## src/rtl/host_byte_port.sv

```systemverilog
module host_byte_port (
  input  logic        clk,
  input  logic        rst_n,
  input  logic [2:0]  host_addr,
  input  logic [7:0]  host_wdata,
  input  logic        host_wr_n,
  input  logic        host_rd_n,
  output logic [7:0]  host_rdata,
  output logic        host_irq,
  output logic [15:0] core_rx_data,
  output logic        core_rx_valid,
  input  logic        core_rx_take,
  input  logic [15:0] core_tx_data,
  input  logic        core_tx_write,
  output logic        core_tx_full,
  input  logic [1:0]  core_flags,
  output logic        cmd_req,
  output logic [6:0]  cmd_vec,
  input  logic        cmd_ack
);
  localparam logic [2:0] A_CTL = 3'd0, A_CMD = 3'd1, A_STAT = 3'd2,
                         A_HI = 3'd4, A_LO = 3'd5;

  logic [2:0]  wr_s, rd_s;
  logic [1:0]  ien, hf;
  logic        hc, txde, rxdf, crx_full, ctx_full;
  logic [7:0]  txh, txl, rxh, rxl;
  logic [15:0] crx, ctx;

  always_ff @(posedge clk or negedge rst_n)
    if (!rst_n) begin
      wr_s <= 3'b111;
      rd_s <= 3'b111;
    end else begin
      wr_s <= {wr_s[1:0], host_wr_n};
      rd_s <= {rd_s[1:0], host_rd_n};
    end

  wire wr_fire = wr_s[2] & ~wr_s[1];
  wire rd_done = ~rd_s[2] & rd_s[1];
  wire wr_ctl  = wr_fire && host_addr == A_CTL;
  wire wr_cmd  = wr_fire && host_addr == A_CMD;
  wire wr_hi   = wr_fire && host_addr == A_HI;
  wire wr_lo   = wr_fire && host_addr == A_LO;
  wire rd_lo   = rd_done && host_addr == A_LO;
  wire tx_go   = ~txde & ~crx_full;
  wire rx_go   = ctx_full & ~rxdf;

  always_ff @(posedge clk or negedge rst_n)
    if (!rst_n) begin
      ien <= '0; hf <= '0; hc <= 1'b0; cmd_vec <= '0;
      txh <= '0; txl <= '0; txde <= 1'b1;
      rxh <= '0; rxl <= '0; rxdf <= 1'b0;
      crx <= '0; crx_full <= 1'b0; ctx <= '0; ctx_full <= 1'b0;
    end else begin
      hf <= core_flags;
      if (wr_ctl) ien <= host_wdata[1:0];
      if (cmd_ack && hc) hc <= 1'b0;
      if (wr_cmd) begin
        hc <= host_wdata[7];
        if (!hc) cmd_vec <= host_wdata[6:0];
      end
      if (core_rx_take) crx_full <= 1'b0;
      if (tx_go) begin
        crx <= {txh, txl};
        crx_full <= 1'b1;
        txde <= 1'b1;
      end
      if (wr_hi) txh <= host_wdata;
      if (wr_lo) begin
        txl <= host_wdata;
        txde <= 1'b0;
      end
      if (core_tx_write && !ctx_full) begin
        ctx <= core_tx_data;
        ctx_full <= 1'b1;
      end
      if (rx_go) begin
        {rxh, rxl} <= ctx;
        rxdf <= 1'b1;
        ctx_full <= 1'b0;
      end
      if (rd_lo) rxdf <= 1'b0;
    end

  assign core_rx_data  = crx;
  assign core_rx_valid = crx_full;
  assign core_tx_full  = ctx_full;
  assign cmd_req       = hc;
  assign host_irq      = (rxdf & ien[0]) | (txde & ien[1]);

  always_comb
    case (host_addr)
      A_CTL:   host_rdata = {6'b0, ien};
      A_CMD:   host_rdata = {hc, cmd_vec};
      A_STAT:  host_rdata = {1'b0, hc, host_irq, hf, txde & ~crx_full, txde, rxdf};
      A_HI:    host_rdata = rxh;
      A_LO:    host_rdata = rxl;
      default: host_rdata = 8'h00;
    endcase

  AST_NO_OVERRUN: assert property (@(posedge clk) disable iff (!rst_n)
    core_rx_valid && !core_rx_take |=> core_rx_valid && $stable(core_rx_data));
  AST_CORE_WORD_WAITS: assert property (@(posedge clk) disable iff (!rst_n)
    core_tx_full && rxdf && !rd_lo |=> core_tx_full);
  AST_RX_BYTES_STABLE: assert property (@(posedge clk) disable iff (!rst_n)
    rxdf && !rd_lo |=> rxdf && $stable({rxh, rxl}));
  AST_CMD_HOLD: assert property (@(posedge clk) disable iff (!rst_n)
    cmd_req && !cmd_ack && !wr_cmd |=> cmd_req);
  AST_VEC_LOCK: assert property (@(posedge clk) disable iff (!rst_n)
    cmd_req |=> $stable(cmd_vec));
endmodule

```

## config.mk

```make
export PLATFORM = sky130hd
export DESIGN_NAME = host_byte_port
export DESIGN_NICKNAME = d
export VERILOG_FILES = /design/src/rtl/host_byte_port.sv
export SDC_FILE = /design/constraint.sdc
export NUM_CORES = 1
export LEC_CHECK = 0
export ABC_CLOCK_PERIOD_IN_PS = 4160
export BUFFER_PORTS_ARGS = -buffer_cell sky130_fd_sc_hd__buf_2
export CAP_MARGIN = 5
export CORE_ASPECT_RATIO = 0.7
export CORE_MARGIN = 3
export CORE_UTILIZATION = 50
export CTS_CLUSTER_DIAMETER = 80
export CTS_CLUSTER_SIZE = 12
export DETAILED_ROUTE_END_ITERATION = 10
export GPL_TIMING_DRIVEN = 0
export PLACE_DENSITY = 0.74
export SYNTH_ARGS = -nofsm -noshare
export SYNTH_HDL_FRONTEND = slang
export SYNTH_SLANG_ARGS = --single-unit
```

## constraint.sdc

```tcl
create_clock -name clk -period 4.16 [get_ports clk]
set_input_delay 0 -clock clk [delete_from_list [all_inputs] [get_ports clk]]
set_output_delay 0 -clock clk [all_outputs]
set_load 0.005 [all_outputs]
```

; ---- Word-level counts from Yosys, hierarchy flattened
; Cells that the tools add are included.
[op_classes]
bitwise_logic = 14
mux = 11
eq_ne = 4
n_reduce_logical = 15
[ops]
columns = cell, n
row1 = case mux 8 bit (5 select lines), 1
row2 = 2-to-1 mux 1 bit, 10
row3 = nonzero test 2 bit, 5
row4 = AND 1 bit, 7
row5 = logical AND 1 bit, 7
row6 = "== test 3 bit, second input constant", 2
row7 = inverter 1 bit, 6
row8 = "== test 3 x 1 -> 1 bit, second input constant", 1
row9 = "== test 3 x 2 -> 1 bit, second input constant", 1
row10 = zero test 3 bit, 1
row11 = AND reduction 2 bit, 1
row12 = zero test 1 bit, 1
row13 = bitwise OR 1 bit, 1
[word_totals]
wordCells = 60
reg_bits = 86
input_bits = 36
output_inout_bits = 35

; ---- Depth between registers and ports, before layout
[depth]
word_depth = 4
mapped_depth = 6
ltp_nobuf = 3

; ---- Worst setup path after synthesis
; No wires, ideal clock.
[synth_path]
path_kind = reg2reg
start = register wr_s[2]
end = register cmd_vec[0]
synth_period_minus_slack_ns = 1.596
n_path_buf = 1
setup_ns = 0.125
t_required_ns = 4.035
setup_slack_ns = 2.564
t_arrival_ns = 1.471
stages_incl_launch_ff = 5
cell_sequence = dfstp_2 nand3b_1 or4_1 buf_4 mux2_4
[synth_between]
elab_chain_cells = 3
[synth_rtl]
columns = element, line
row1 = from (decl), 24  ; logic [2:0] wr_s, rd_s;
row2 = from (signal assigned), 35  ; wr_s <= {wr_s[1:0], host_wr_n};
row3 = AND 1 bit, 39  ; wire wr_fire = wr_s[2] & ~wr_s[1];
row4 = logical AND 1 bit, 42  ; wire wr_cmd = wr_fire && host_addr == A_CMD;
row5 = AND reduction 2 bit (no source line), -
row6 = to (signal assigned), 61  ; if (!hc) cmd_vec <= host_wdata[6:0];
row7 = to (decl), 18  ; output logic [6:0] cmd_vec,
; No other way between the ends.
; A chain may end at the register's enable or synchronous reset.

; ---- Worst setup path after layout
[layout_path]
start = register wr_s[2]
end = register hc, in the netlist cmd_req
[layout_between]
elab_chain_cells = 3
elab_cells_between_ends = 4
cone_classes = mux (1) / bitwise (1) / reduce/logical (2)
[layout_rtl]
columns = element, line
row1 = AND 1 bit *, 39
row2 = logical AND 1 bit *, 42
row3 = 2-to-1 mux 1 bit or nonzero test 2 bit (tied branches), -
row4 = to (signal assigned), 60  ; hc <= host_wdata[7];
row5 = to (decl), 26  ; logic hc, txde, rxdf, crx_full, ctx_full;
; Every way passes the cells marked *; elsewhere a longest branch is shown, timed or not.

==> run_results.csv <==
group,metric,value,unit
routing,drt_iter0_drc,103,
clock_network,post_cts_resized,0,
yosys,syn-num-nets,260,
clock_network,cts-htree-levels,3,
placement,place_congestion,0.7628,
global_route,met2_usage,26.62,%
timing,setup_violations,0,
floorplanning,fp-row-count,24,
worst_setup_path,crit_type,"flop to flop",
yosys,synth_seq_cells,86,
yosys,ys.flop_type,"dfrtp_1",
routing,num_vias,2214,
layout,num-fill-cells,473,
clock_network,cts_buffer_depth,2,
floorplanning,die_area,7937,sq um
timing,finalMaxSlewViolations,0,
clock_network,cts.sinks,86,
layout,utilization,68.95,%
placement,port_buffers,69,
status,status,"finished clean",
clock_network,numCtsBuffers,9,
yosys,yosysUniqueCellTypes,28,
yosys,synth.top_cells.by_count,"dfrtp_1 (79), mux2_2 (69), mux2i_1 (8)",
power_and_ir_drop,p_leak,2.101,nW
timing,clock_skew,0.008449,ns
yosys,async_reset_ff_share,100.0,%
global_route,grtUsageMet1,25.84,%
floorplanning,core,6456,sq um
layout,finalNonFillerCells,432,
layout,finish.net_count,372,
yosys,synth_area_leaders,"dfrtp_1 (57%), mux2_2 (23%), dfstp_2 (5.3%)",
yosys,synth_top_area_share,57.39,%
yosys,ys_warn_count,0,
global_route,antenna_found_initial,0,
global_route,grt_pass1_wl,10.91,mm
floorplanning,fp.dieW,105.2,um
yosys,synth_area,3445,sq um
worst_setup_path,worst_ep_arrival_time,2.08,ns
routing,first_pass_iters,4,
timing,rsz0062_at_grt,"no",
global_route,overflow,0,
worst_setup_path,cp_max_fo,3,
power_and_ir_drop,irDropWorstVdd,386.9,uV
global_route,grt_max_degree,66,
flow_run,max-cap-violations,0,
floorplanning,die_y,75.45,um
timing,finalSetupTns,0,ns
layout,syn_to_final_growth,29.24,%
clock_network,clk_pin_slew,0.09,ns
yosys,yosysSeqAreaShare,62.73,%
routing,wl,6.618,mm
worst_setup_path,startpoint_type,"flop",
yosys,synth_area_per_cell,15.38,sq um
global_route,grt_pass1_vias,2163,
layout,drive_above_1_share,52.49,%
routing,drc,0,
global_route,grt.total_usage,18.30,%
power_and_ir_drop,power.density,546.5,nW/um^2
routing,drt-vias-per-instance,5.125,
global_route,grt.busiest_layer,"met2",
worst_setup_path,end_kind,"flop",
clock_network,cts_root_buf,"clkbuf_8",
timing,hold_viol,0,
placement,dp.cells,385,
clock_network,cts_setup_buffers,0,
timing,worst_pin_slew,0.6532,ns
yosys,synthCells,224,
global_route,met3_usage,6.605,%
yosys,yosys.area.top_type,"dfrtp_1",
worst_setup_path,cp_data_required_time,4.40,ns
routing,wire_per_inst,15.32,um
layout,n_antenna_cell,0,
min_path,hold_path_class,"input port to async pin",
placement,dp_hpwl,4.820,mm
clock_network,cts_tree,"built",
clock_network,hold_buffers,31,
yosys,yosysMostFrequentCell,"dfrtp_1",
yosys,synth_edf_count,0,
routing,drt.antenna.violating_nets,0,
clock_network,clkLatencyLatePin,0.36,ns
floorplanning,start_util,53.35,%
floorplanning,io_pins,71,
timing,period_needed,1.836,ns
timing,max_clock_freq,0.5446,GHz
timing,slew_headroom,56.29,%
timing,period_share,44.14,%
-- layer usage --
metal	routed length [um]	part of all wire [%]
met1	3176	48
met2	2910	44
met3	450	6.8
met4	81	1.2
met5	0	0
-- cell families (layout without fill, tap and decap cells) --
logic type             Yosys count  count (layout)  synth area share, %
AO/OA/AOI/OAI                   20              20                3.960
buffers and inverters           12             129                1.671
flip-flops                      86              86                62.73
multiplexers                    84              84                27.93
AND/OR/NAND/NOR                 22              22                3.705
-- sequential cells by signal, summed over array words and instances, names as in the netlist --
register       count
rxh                8
txh                8
rd_s               3
core_rx_valid      1
hf                 2
cmd_vec            7
core_tx_full       1
wr_s               3
txde               1
rxdf               1
ctx               16
txl                8
rxl                8
cmd_req            1
core_rx_data      16
ien                2
-- through the flow --
step	instance area [sq um]	setup WS (ns)	hold WS, ns	total power, mW
after floorplan	3445	2.564	-0.2956	1.607
after global placement	3904	2.373	0.1066	1.813
after detailed placement	3934	2.351	-0.08983	1.842
after CTS	4452	2.319	0.05891	2.459
after global routing	4452	2.160	0.08404	2.579
final	4452	2.324	0.06524	2.433
-- critical path, stage by stage, from the launching register on --
cell and delay (ns):
dfstp_2 0.53, nand3b_1 0.11, nor3_1 0.19, mux2_2 0.35, dlygate4sd3_1 0.55
-- path summary, 6_finish.rpt --
path,from,endpoint,slack (ns),depth (start not counted)
hold reg to reg,rd_s[0]$_DFF_PN1_,rd_s[1]$_DFF_PN1_,0.37,0
hold / removal,rst_n,core_rx_data[13]$_DFFE_PN0P_,0.07,2
max in group asynchronous,rst_n,rd_s[0]$_DFF_PN1_,3.45,3
min in group clk,host_addr[2],ien[0]$_DFFE_PN0P_,0.15,4
setup reg to reg,wr_s[2]$_DFF_PN1_,cmd_req$_DFFE_PN0P_,2.32,4
setup / recovery,wr_s[2]$_DFF_PN1_,cmd_req$_DFFE_PN0P_,2.32,4
-- power breakdown --
part	switching (mW)	leakage (nW)	internal, mW	total [mW]
Sequential	0.154	1.04	1.12	1.27
Combinational	0.199	0.965	0.366	0.565
Clock	0.300	0.0951	0.297	0.596
-- cells in the final DEF, fill, tap and decap left out, drive strengths merged, types with 3 or more instances in the layout --
cell type,synthesis,layout
dfrtp,79,79
buf,8,78
mux2,76,76
dlygate4sd3,0,31
clkbuf,3,13
mux2i,8,8
dfstp,7,7
nor2b,6,6
a22oi,5,5
o22ai,5,5
nand2,4,4
nand3b,3,3
a21oi,3,3
clkinvlp,0,3
nor2,3,3
-- area by class of cell --
cell class | instances | area [sq um] | share of cell area (%)
buffer | 11 | 53.80 | 1.209
clock buffer | 10 | 137.6 | 3.092
clock inverter | 6 | 70.07 | 1.574
inverter | 1 | 3.754 | 0.08432
multi-input combinational | 126 | 1226 | 27.54
sequential | 86 | 2161 | 48.54
tap | 91 | 113.9 | 2.558
timing repair buffer | 101 | 685.7 | 15.40
(Power assumes the default switching activity.)
